File: src/rtl/gpio_shared_irq_pkg.sv
// Package: shared types for the GPIO interrupt aggregator.
// Assumes all control inputs are synchronous to clk.
package gpio_shared_irq_pkg;

    // Number of synchroniser stages applied to pin inputs.
    localparam int SYNC_STAGES = 2;

    // Control bundle passed to the pending stage.
    typedef struct packed {
        logic glob_en;
        logic host_mode;
        logic host_evt;
        logic ack;
    } irq_ctl_t;

endpackage

File: src/rtl/gpio_shared_irq_sync.sv
// Module: multi-stage synchroniser for the asynchronous pin levels.
// Assumes inputs may change at any time; outputs are a clean registered copy.
module gpio_shared_irq_sync #(
    parameter int WIDTH  = 16,
    parameter int STAGES = 2
) (
    input  logic             clk,
    input  logic             rst_n,
    input  logic [WIDTH-1:0] d_i,
    output logic [WIDTH-1:0] q_o
);

    logic [WIDTH-1:0] stage_q [STAGES];

    // Shift pin levels through the synchroniser chain.
    always_ff @(posedge clk) begin
        if (!rst_n) begin
            for (int s = 0; s < STAGES; s++) stage_q[s] <= '0;
        end else begin
            stage_q[0] <= d_i;
            for (int s = 1; s < STAGES; s++) stage_q[s] <= stage_q[s-1];
        end
    end

    assign q_o = stage_q[STAGES-1];

    generate
        if (STAGES == 2) begin : g_chk
            logic [1:0] warm_q;
            // Count edges since reset so the delay check never looks before reset.
            always_ff @(posedge clk) begin
                if (!rst_n)            warm_q <= '0;
                else if (warm_q != 2'd2) warm_q <= warm_q + 2'd1;
            end
            assert_status_delay_R2: assert property (@(posedge clk) disable iff (!rst_n)
                (warm_q == 2'd2) |-> (q_o == $past(d_i, 2)));
        end
    endgenerate

endmodule

File: src/rtl/gpio_shared_irq_qualify.sv
// Module: per-port polarity selection, per-pin enable masking and OR reduction.
// Assumes pin levels are already synchronised; purely combinational.
module gpio_shared_irq_qualify #(
    parameter int NUM_PORTS  = 2,
    parameter int PORT_WIDTH = 8,
    localparam int NUM_PINS  = NUM_PORTS * PORT_WIDTH
) (
    input  logic [NUM_PINS-1:0]  lvl_i,
    input  logic [NUM_PORTS-1:0] pol_i,
    input  logic [NUM_PINS-1:0]  en_i,
    output logic                 any_trig_o
);

    logic [NUM_PORTS-1:0] port_hit;

    generate
        for (genvar p = 0; p < NUM_PORTS; p++) begin : g_port
            logic [PORT_WIDTH-1:0] lv;
            logic [PORT_WIDTH-1:0] trig;
            assign lv   = lvl_i[p*PORT_WIDTH +: PORT_WIDTH];
            // Trigger state is high when polarity is 1, low when 0.
            assign trig = (pol_i[p] ? lv : ~lv) & en_i[p*PORT_WIDTH +: PORT_WIDTH];
            assign port_hit[p] = |trig;
        end
    endgenerate

    assign any_trig_o = |port_hit;

endmodule

File: src/rtl/gpio_shared_irq_pending.sv
// Module: edge detection of the qualified OR, mode selection and pending flip-flop.
// Assumes any_trig_i is registered-domain logic and host_evt_i is a one-cycle pulse.
module gpio_shared_irq_pending
    import gpio_shared_irq_pkg::*;
(
    input  logic     clk,
    input  logic     rst_n,
    input  logic     any_trig_i,
    input  irq_ctl_t ctl_i,
    output logic     pending_o
);

    logic trig_prev_q;
    logic pending_q;
    logic gpio_rise;
    logic gpio_set;
    logic host_set;
    logic set_now;

    // Remember the previous OR value for rising-edge detection.
    always_ff @(posedge clk) begin
        if (!rst_n) trig_prev_q <= 1'b0;
        else        trig_prev_q <= any_trig_i;
    end

    assign gpio_rise = any_trig_i & ~trig_prev_q;
    assign gpio_set  = gpio_rise & ctl_i.glob_en & ~ctl_i.host_mode;
    assign host_set  = ctl_i.host_evt & ctl_i.glob_en & ctl_i.host_mode;
    assign set_now   = gpio_set | host_set;

    // Pending flip-flop: set wins over acknowledge.
    always_ff @(posedge clk) begin
        if (!rst_n)       pending_q <= 1'b0;
        else if (set_now) pending_q <= 1'b1;
        else if (ctl_i.ack) pending_q <= 1'b0;
    end

    assign pending_o = pending_q;

    assert_ack_clears_R7: assert property (@(posedge clk) disable iff (!rst_n)
        (ctl_i.ack && !set_now) |=> !pending_q);

    assert_set_beats_ack_R7: assert property (@(posedge clk) disable iff (!rst_n)
        set_now |=> pending_q);

    assert_host_masks_gpio_R8: assert property (@(posedge clk) disable iff (!rst_n)
        (ctl_i.host_mode && !ctl_i.host_evt && !pending_q) |=> !pending_q);

    assert_global_gate_R9: assert property (@(posedge clk) disable iff (!rst_n)
        (!ctl_i.glob_en && !pending_q) |=> !pending_q);

    assert_held_blocks_R5: assert property (@(posedge clk) disable iff (!rst_n)
        (trig_prev_q && any_trig_i && !ctl_i.host_mode && !pending_q) |=> !pending_q);

    assert_host_evt_ignored_R10: assert property (@(posedge clk) disable iff (!rst_n)
        (!ctl_i.host_mode && !any_trig_i && !pending_q) |=> !pending_q);

endmodule

File: src/rtl/gpio_shared_irq.sv
// Module: top of the shared GPIO interrupt aggregator.
// Synchronises pins, qualifies them per port and pin, and drives one pending request.
// Assumes controls are synchronous to clk; pins may be asynchronous.
module gpio_shared_irq
    import gpio_shared_irq_pkg::*;
#(
    parameter int NUM_PORTS  = 2,
    parameter int PORT_WIDTH = 8,
    localparam int NUM_PINS  = NUM_PORTS * PORT_WIDTH
) (
    input  logic                 clk,
    input  logic                 rst_n,
    input  logic [NUM_PINS-1:0]  pin_i,
    input  logic [NUM_PORTS-1:0] pol_i,
    input  logic [NUM_PINS-1:0]  en_i,
    input  logic                 glob_en_i,
    input  logic                 host_mode_i,
    input  logic                 host_evt_i,
    input  logic                 ack_i,
    output logic                 irq_o,
    output logic [NUM_PINS-1:0]  pin_status_o
);

    logic [NUM_PINS-1:0] pin_sync;
    logic                any_trig;
    irq_ctl_t            ctl;

    gpio_shared_irq_sync #(
        .WIDTH  (NUM_PINS),
        .STAGES (SYNC_STAGES)
    ) u_sync (
        .clk   (clk),
        .rst_n (rst_n),
        .d_i   (pin_i),
        .q_o   (pin_sync)
    );

    gpio_shared_irq_qualify #(
        .NUM_PORTS  (NUM_PORTS),
        .PORT_WIDTH (PORT_WIDTH)
    ) u_qual (
        .lvl_i      (pin_sync),
        .pol_i      (pol_i),
        .en_i       (en_i),
        .any_trig_o (any_trig)
    );

    // Bundle the control inputs for the pending stage.
    always_comb begin
        ctl.glob_en   = glob_en_i;
        ctl.host_mode = host_mode_i;
        ctl.host_evt  = host_evt_i;
        ctl.ack       = ack_i;
    end

    gpio_shared_irq_pending u_pend (
        .clk        (clk),
        .rst_n      (rst_n),
        .any_trig_i (any_trig),
        .ctl_i      (ctl),
        .pending_o  (irq_o)
    );

    assign pin_status_o = pin_sync;

endmodule

File: config.mk
export PLATFORM = sky130hd
export DESIGN_NAME = gpio_shared_irq
export DESIGN_NICKNAME = d
export VERILOG_FILES = /design/src/rtl/gpio_shared_irq_pkg.sv /design/src/rtl/gpio_shared_irq_sync.sv /design/src/rtl/gpio_shared_irq_qualify.sv /design/src/rtl/gpio_shared_irq_pending.sv /design/src/rtl/gpio_shared_irq.sv
export SDC_FILE = /design/constraint.sdc
export NUM_CORES = 1
export LEC_CHECK = 0
export ABC_AREA = 1
export BUFFER_PORTS_ARGS = -buffer_cell sky130_fd_sc_hd__buf_2
export CAP_MARGIN = 15
export CELL_PAD_IN_SITES_DETAIL_PLACEMENT = 1
export CELL_PAD_IN_SITES_GLOBAL_PLACEMENT = 1
export CORE_ASPECT_RATIO = 1.5
export CORE_MARGIN = 8
export CORE_UTILIZATION = 35
export CTS_CLUSTER_DIAMETER = 100
export DETAILED_ROUTE_END_ITERATION = 10
export GPL_ROUTABILITY_DRIVEN = 0
export MAX_ROUTING_LAYER = met4
export PLACE_DENSITY_LB_ADDON = 0.12
export SLEW_MARGIN = 20
export SYNTH_ARGS = -nofsm -noshare
export SYNTH_HDL_FRONTEND = slang
export SYNTH_SLANG_ARGS = --single-unit
File: constraint.sdc
create_clock -name clk -period 3.3 [get_ports clk]
set_clock_uncertainty 0.1 [all_clocks]
set_input_delay 0.33 -clock clk [delete_from_list [all_inputs] [get_ports clk]]
set_output_delay 0.33 -clock clk [all_outputs]
set_load 0.005 [all_outputs]
# Yosys cells after proc, flatten, opt, wreduce, memory -nomap -nowiden
# Memories as Yosys holds them, arrays and structs flattened.
# Index checks and enable logic that the tools add are counted.
dict set report totals {
  reg_bits 2
  latchBits 0
  ram_bits 32
  mem_bits_ro 0
  input_bits 40
  out_inout_bits 17
  wordCells 27
  memories 1
}
dict set report classes {
  add_sub_neg 0
  mul 0
  div_mod_pow 0
  n_lt_le_gt_ge 0
  eq_ne 0
  shift 0
  n_mux 8
  bitwise_logic 14
  reduce_logical 2
}
# memory depth width read_ports rd_clocked_by_memory_dff write_ports line_no
set mem_list {}
lappend mem_list {u_sync.stage_q 2 16 2 0 2 gpio_shared_irq_sync.sv:13} ;# logic [WIDTH-1:0] stage_q [STAGES];
# operator count
set op_table {}
lappend op_table {{two-way mux 16 bit} 2}
lappend op_table {{AND 8 bit} 2}
lappend op_table {{two-way mux 8 bit} 2}
lappend op_table {{inverter 8 bit} 2}
lappend op_table {{OR reduction 16 bit} 1}
lappend op_table {{AND 1 bit} 5}
lappend op_table {{two-way mux 1 bit} 4}
lappend op_table {{bitwise OR 1 bit} 3}
lappend op_table {{inverter 1 bit} 2}
lappend op_table {{nonzero test 2 bit} 1}

# Logic depth before layout (Yosys ltp)
dict set report logic_depth {
  depth_word 9
  mapped_depth 11
  ltp_nobuf 10
}

# Hierarchy
# Synthesis repeated with hierarchy kept, for this count alone.
dict set report unflattened {
  cells_unflattened 218
  area_unflattened_um2 1546.5
}
# module instances cells_per_inst area_per_inst_um2
set by_module_without_submodules {}
lappend by_module_without_submodules {gpio_shared_irq_sync 1 115 1034.7}
lappend by_module_without_submodules {gpio_shared_irq_qualify 1 87 409.1}
lappend by_module_without_submodules {gpio_shared_irq_pending 1 16 102.6}

# Least setup slack after synthesis
# No wires, ideal clock.
dict set report synth_timing {
  path_type {in2reg}
  from {in pol_i[0]}
  to {reg u_pend.pending_q (netlist: u_pend.pending_o)}
  arrival_ns 1.070
  required_time_ns 3.084
  setup_slack_ns 2.014
  stages 11
  path_buffers 1
  cell_sequence {buf_6 inv_8 nand2_1 nand3_1 nand2_1 nor2_1 nand2_1 o21ai_1 nand2_1 nand2_1 a21oi_1}
}
dict set report synth_via {
  elab_chain_len 8
  elab_cells_between_ends 9
  classes_between {2 x mux; 5 x bitwise; 2 x reduce/logical}
}
# element line_no
set synth_rtl {}
lappend synth_rtl {{start: declaration} gpio_shared_irq.sv:14} ;# input logic [NUM_PORTS-1:0] pol_i,
lappend synth_rtl {{two-way mux 8 bit (*)} gpio_shared_irq_qualify.sv:22} ;# assign trig = (pol_i[p] ? lv : ~lv) & en_i[p*PORT_WIDTH +: PORT_WIDTH];
lappend synth_rtl {{AND 8 bit (*)} gpio_shared_irq_qualify.sv:22}
lappend synth_rtl {{OR reduction 16 bit (*)} gpio_shared_irq_qualify.sv:27} ;# assign any_trig_o = |port_hit;
lappend synth_rtl {{AND 1 bit (*)} gpio_shared_irq_pending.sv:26} ;# assign gpio_rise = any_trig_i & ~trig_prev_q;
lappend synth_rtl {{AND 1 bit (*) (2 in a row)} gpio_shared_irq_pending.sv:27} ;# assign gpio_set = gpio_rise & ctl_i.glob_en & ~ctl_i.host_mode;
lappend synth_rtl {{bitwise OR 1 bit (*)} gpio_shared_irq_pending.sv:29} ;# assign set_now = gpio_set | host_set;
lappend synth_rtl {{two-way mux 1 bit or nonzero test 2 bit (tied branches)} n/a}
lappend synth_rtl {{end signal: assignment} gpio_shared_irq_pending.sv:33} ;# if (!rst_n) pending_q <= 1'b0;
lappend synth_rtl {{end signal: assignment} gpio_shared_irq_pending.sv:34} ;# else if (set_now) pending_q <= 1'b1;
lappend synth_rtl {{end signal: assignment} gpio_shared_irq_pending.sv:35} ;# else if (ctl_i.ack) pending_q <= 1'b0;
lappend synth_rtl {{end: declaration} gpio_shared_irq_pending.sv:14} ;# logic pending_q;
# Every way passes the cells marked *; elsewhere a longest branch is shown, timed or not.
# A chain may end at the register's enable or synchronous reset.

==> impl_metrics.env <==
export IMPL_status="finished clean"
export IMPL_hold_ws_ps=135
export IMPL_crit_buf_inv=1
export IMPL_worstSetupEndpoint="pin_status_o[12]"
export IMPL_post_cts_resized=0
export IMPL_critical_path_max_fanout=3
export IMPL_hold_depth=3
export IMPL_synth_top_area_share_pct=46.5
export IMPL_fp_dieH_um=95.2
export IMPL_r2r_end="u_pend.pending_o$_SDFFE_PN0P_"
export IMPL_slew_limit_headroom_pct=65.1
export IMPL_cp_arrival_ps=790
export IMPL_synthFlopType="dfxtp_1"
export IMPL_timing_final_crit_period_ps=1220
export IMPL_initial_core_util_pct=35.4
export IMPL_final_setup_viol_count=0
export IMPL_synth_edf_count=0
export IMPL_cts_tree="yes"
export IMPL_insertion_delay_ps=270
export IMPL_yosys_warnings=0
export IMPL_first_iter_violations=27
export IMPL_final_hold_viol_count=0
export IMPL_post_cts_buffers=0
export IMPL_slew_violations=0
export IMPL_avgSynthCellArea_um2=6.94
export IMPL_numCtsBuffers=5
export IMPL_yosys_top_cells_count="nand2_1 (76), inv_1 (51), dfxtp_1 (34)"
export IMPL_route_detailed_drc=0
export IMPL_rows=29
export IMPL_startpoint_type="flop"
export IMPL_syn_area_um2=1460
export IMPL_antenna_cells=0
export IMPL_grt_usage_pct=10.8
export IMPL_rsz0062_at_grt="no"
export IMPL_grt_max_degree=34
export IMPL_wirelength_um=3130
export IMPL_wl_per_cell_um=10.5
export IMPL_yosysSeqAreaShare_pct=46.5
export IMPL_clockRootBuffer="clkbuf_8"
export IMPL_vias=1248
export IMPL_io_buffer_count=56
export IMPL_tightest_slew_ps=524
export IMPL_drtAntennaViolNets=0
export IMPL_maxCapViolCount=0
export IMPL_powerDensity_nw_per_um2=478
export IMPL_end_kind="output port"
export IMPL_synth_nets=251
export IMPL_reg2reg_depth=10
export IMPL_fmax_mhz=817
export IMPL_hold_buffers=0
export IMPL_synthToLayoutAreaGrowth_pct=18.5
export IMPL_period_share_pct=37.1
export IMPL_vdd_ir_drop_max_mv=0.285
export IMPL_fin_nets=292
export IMPL_firstDrtPassIters=2
export IMPL_syn_inst=211
export IMPL_place_hpwl_um=2700
export IMPL_clk_path_buf_depth=2
export IMPL_grt_pass1_vias=1302
export IMPL_worstPathCellList="buf_2"
export IMPL_final_cells=299
export IMPL_cts_sinks=34
export IMPL_cp_startpoint="u_sync.stage_q[0][28]$_SDFF_PN0_"
export IMPL_rr_startpoint="u_sync.stage_q[0][19]$_SDFF_PN0_"
export IMPL_clk_pin_slew_ps=60
export IMPL_cp_required_ps=2870
export IMPL_yosys_area_top_type="dfxtp_1"
export IMPL_synth_seq_cells=34
export IMPL_design_core_area_um2=4140
export IMPL_layout_drive_gt1_share_pct=26.1
export IMPL_cp_depth=1
export IMPL_dp_cells=291
export IMPL_cp_slowest_stage_delay_ps=380
export IMPL_grt_antenna_before_repair=0
export IMPL_path_delay_family="flip-flops"
export IMPL_ioPinCount=57
export IMPL_die_w_um=68.8
export IMPL_hold_path_class="in2reg"
export IMPL_synth_area_top_cells="dfxtp_1 (46%), nand2_1 (19%), inv_1 (13%)"
export IMPL_synth_most_common_cell="nand2_1"
export IMPL_postLayoutCoreUtil_pct=42.0
export IMPL_rrSetupSlack_ps=2080
export IMPL_async_flop_share_pct=0
export IMPL_cp_slowest_cell="dfxtp_1"
export IMPL_finalSetupTns_ps=0
export IMPL_synth_cell_types=14
export IMPL_crit_type="reg2out"
export IMPL_power_leakage_nw=1.11
export IMPL_cts_max_level=2
export IMPL_dieArea_um2=6550
export IMPL_grt_pass1_wl_um=5290
export IMPL_grt_overflow=0
export IMPL_avgViaCountPerCell=4.17
area by class of cell:
type,instances,area (um2)
Tap cell,46,57.6
Fill cell,569,2400
Multi-Input combinational cell,102,414
Timing Repair Buffer,56,280
Sequential cell,34,681
Clock buffer,7,86.3
Clock inverter,1,5.00
Inverter,53,211
through the flow:
step           cell area, um2  power, W  worst slack [ps]
4_1_cts                  1740  0.000848              2050
3_3_place_gp             1640  0.000539              1820
5_1_grt                  1740  0.000880              1890
3_5_place_dp             1640  0.000540              1810
6_report                 1740  0.000829              2080
2_1_floorplan            1460  0.000509              2010
worst min path at each step:
stage                                         start                          endpoint  slack, ps
global placement    u_sync.stage_q[0][2]$_SDFF_PN0_  u_sync.stage_q[0][18]$_SDFF_PN0_        300
CTS                                       pin_i[12]  u_sync.stage_q[0][12]$_SDFF_PN0_        130
finish                                    pin_i[12]  u_sync.stage_q[0][12]$_SDFF_PN0_        130
detailed placement  u_sync.stage_q[0][2]$_SDFF_PN0_  u_sync.stage_q[0][18]$_SDFF_PN0_        300
global route                              pin_i[10]  u_sync.stage_q[0][10]$_SDFF_PN0_        130
floorplan           u_sync.stage_q[0][0]$_SDFF_PN0_  u_sync.stage_q[0][16]$_SDFF_PN0_        290
report_power, final:
group	switching [W]	internal [W]
logic	0.0000465	0.0000420
clock network	0.000133	0.000168
registers	0.00000880	0.000430
sequential cells by signal (all words and copies together) (netlist names):
name	cells
u_sync.stage_q	32
u_pend.pending_o	1
u_pend.trig_prev_q	1
cell families (layout without fill, tap and decap cells):
family	Yosys count	in the layout	share of synthesized area, %
simple gates	98	98	26.8
buf+inv	75	117	25.2
compound gates	4	4	1.54
flops	34	34	46.5
metal layers:
layer  track usage, %  vias to the layer above  routed length, um
met4             4.54                        0                 57
li1                 -                      662                  -
met2             19.8                       38               1670
met5                -                        -                  0
met3             3.76                        6                278
met1             9.38                      542               1130
placed cells by master, fill, tap and decap left out:
master | netlist | routed
a21oi_1 | 1 | 1
buf_2 | 0 | 56
clkbuf_1 | 4 | 1
clkbuf_8 | 0 | 6
clkinv_2 | 0 | 1
dfxtp_1 | 34 | 34
inv_1 | 51 | 51
inv_6 | 1 | 1
inv_8 | 1 | 1
nand2_1 | 76 | 76
nand3_1 | 14 | 14
nand3_2 | 1 | 1
nor2_1 | 7 | 7
o21a_1 | 1 | 1
o21ai_1 | 2 | 2
No activity file was read; power rests on OpenSTA's default activity.
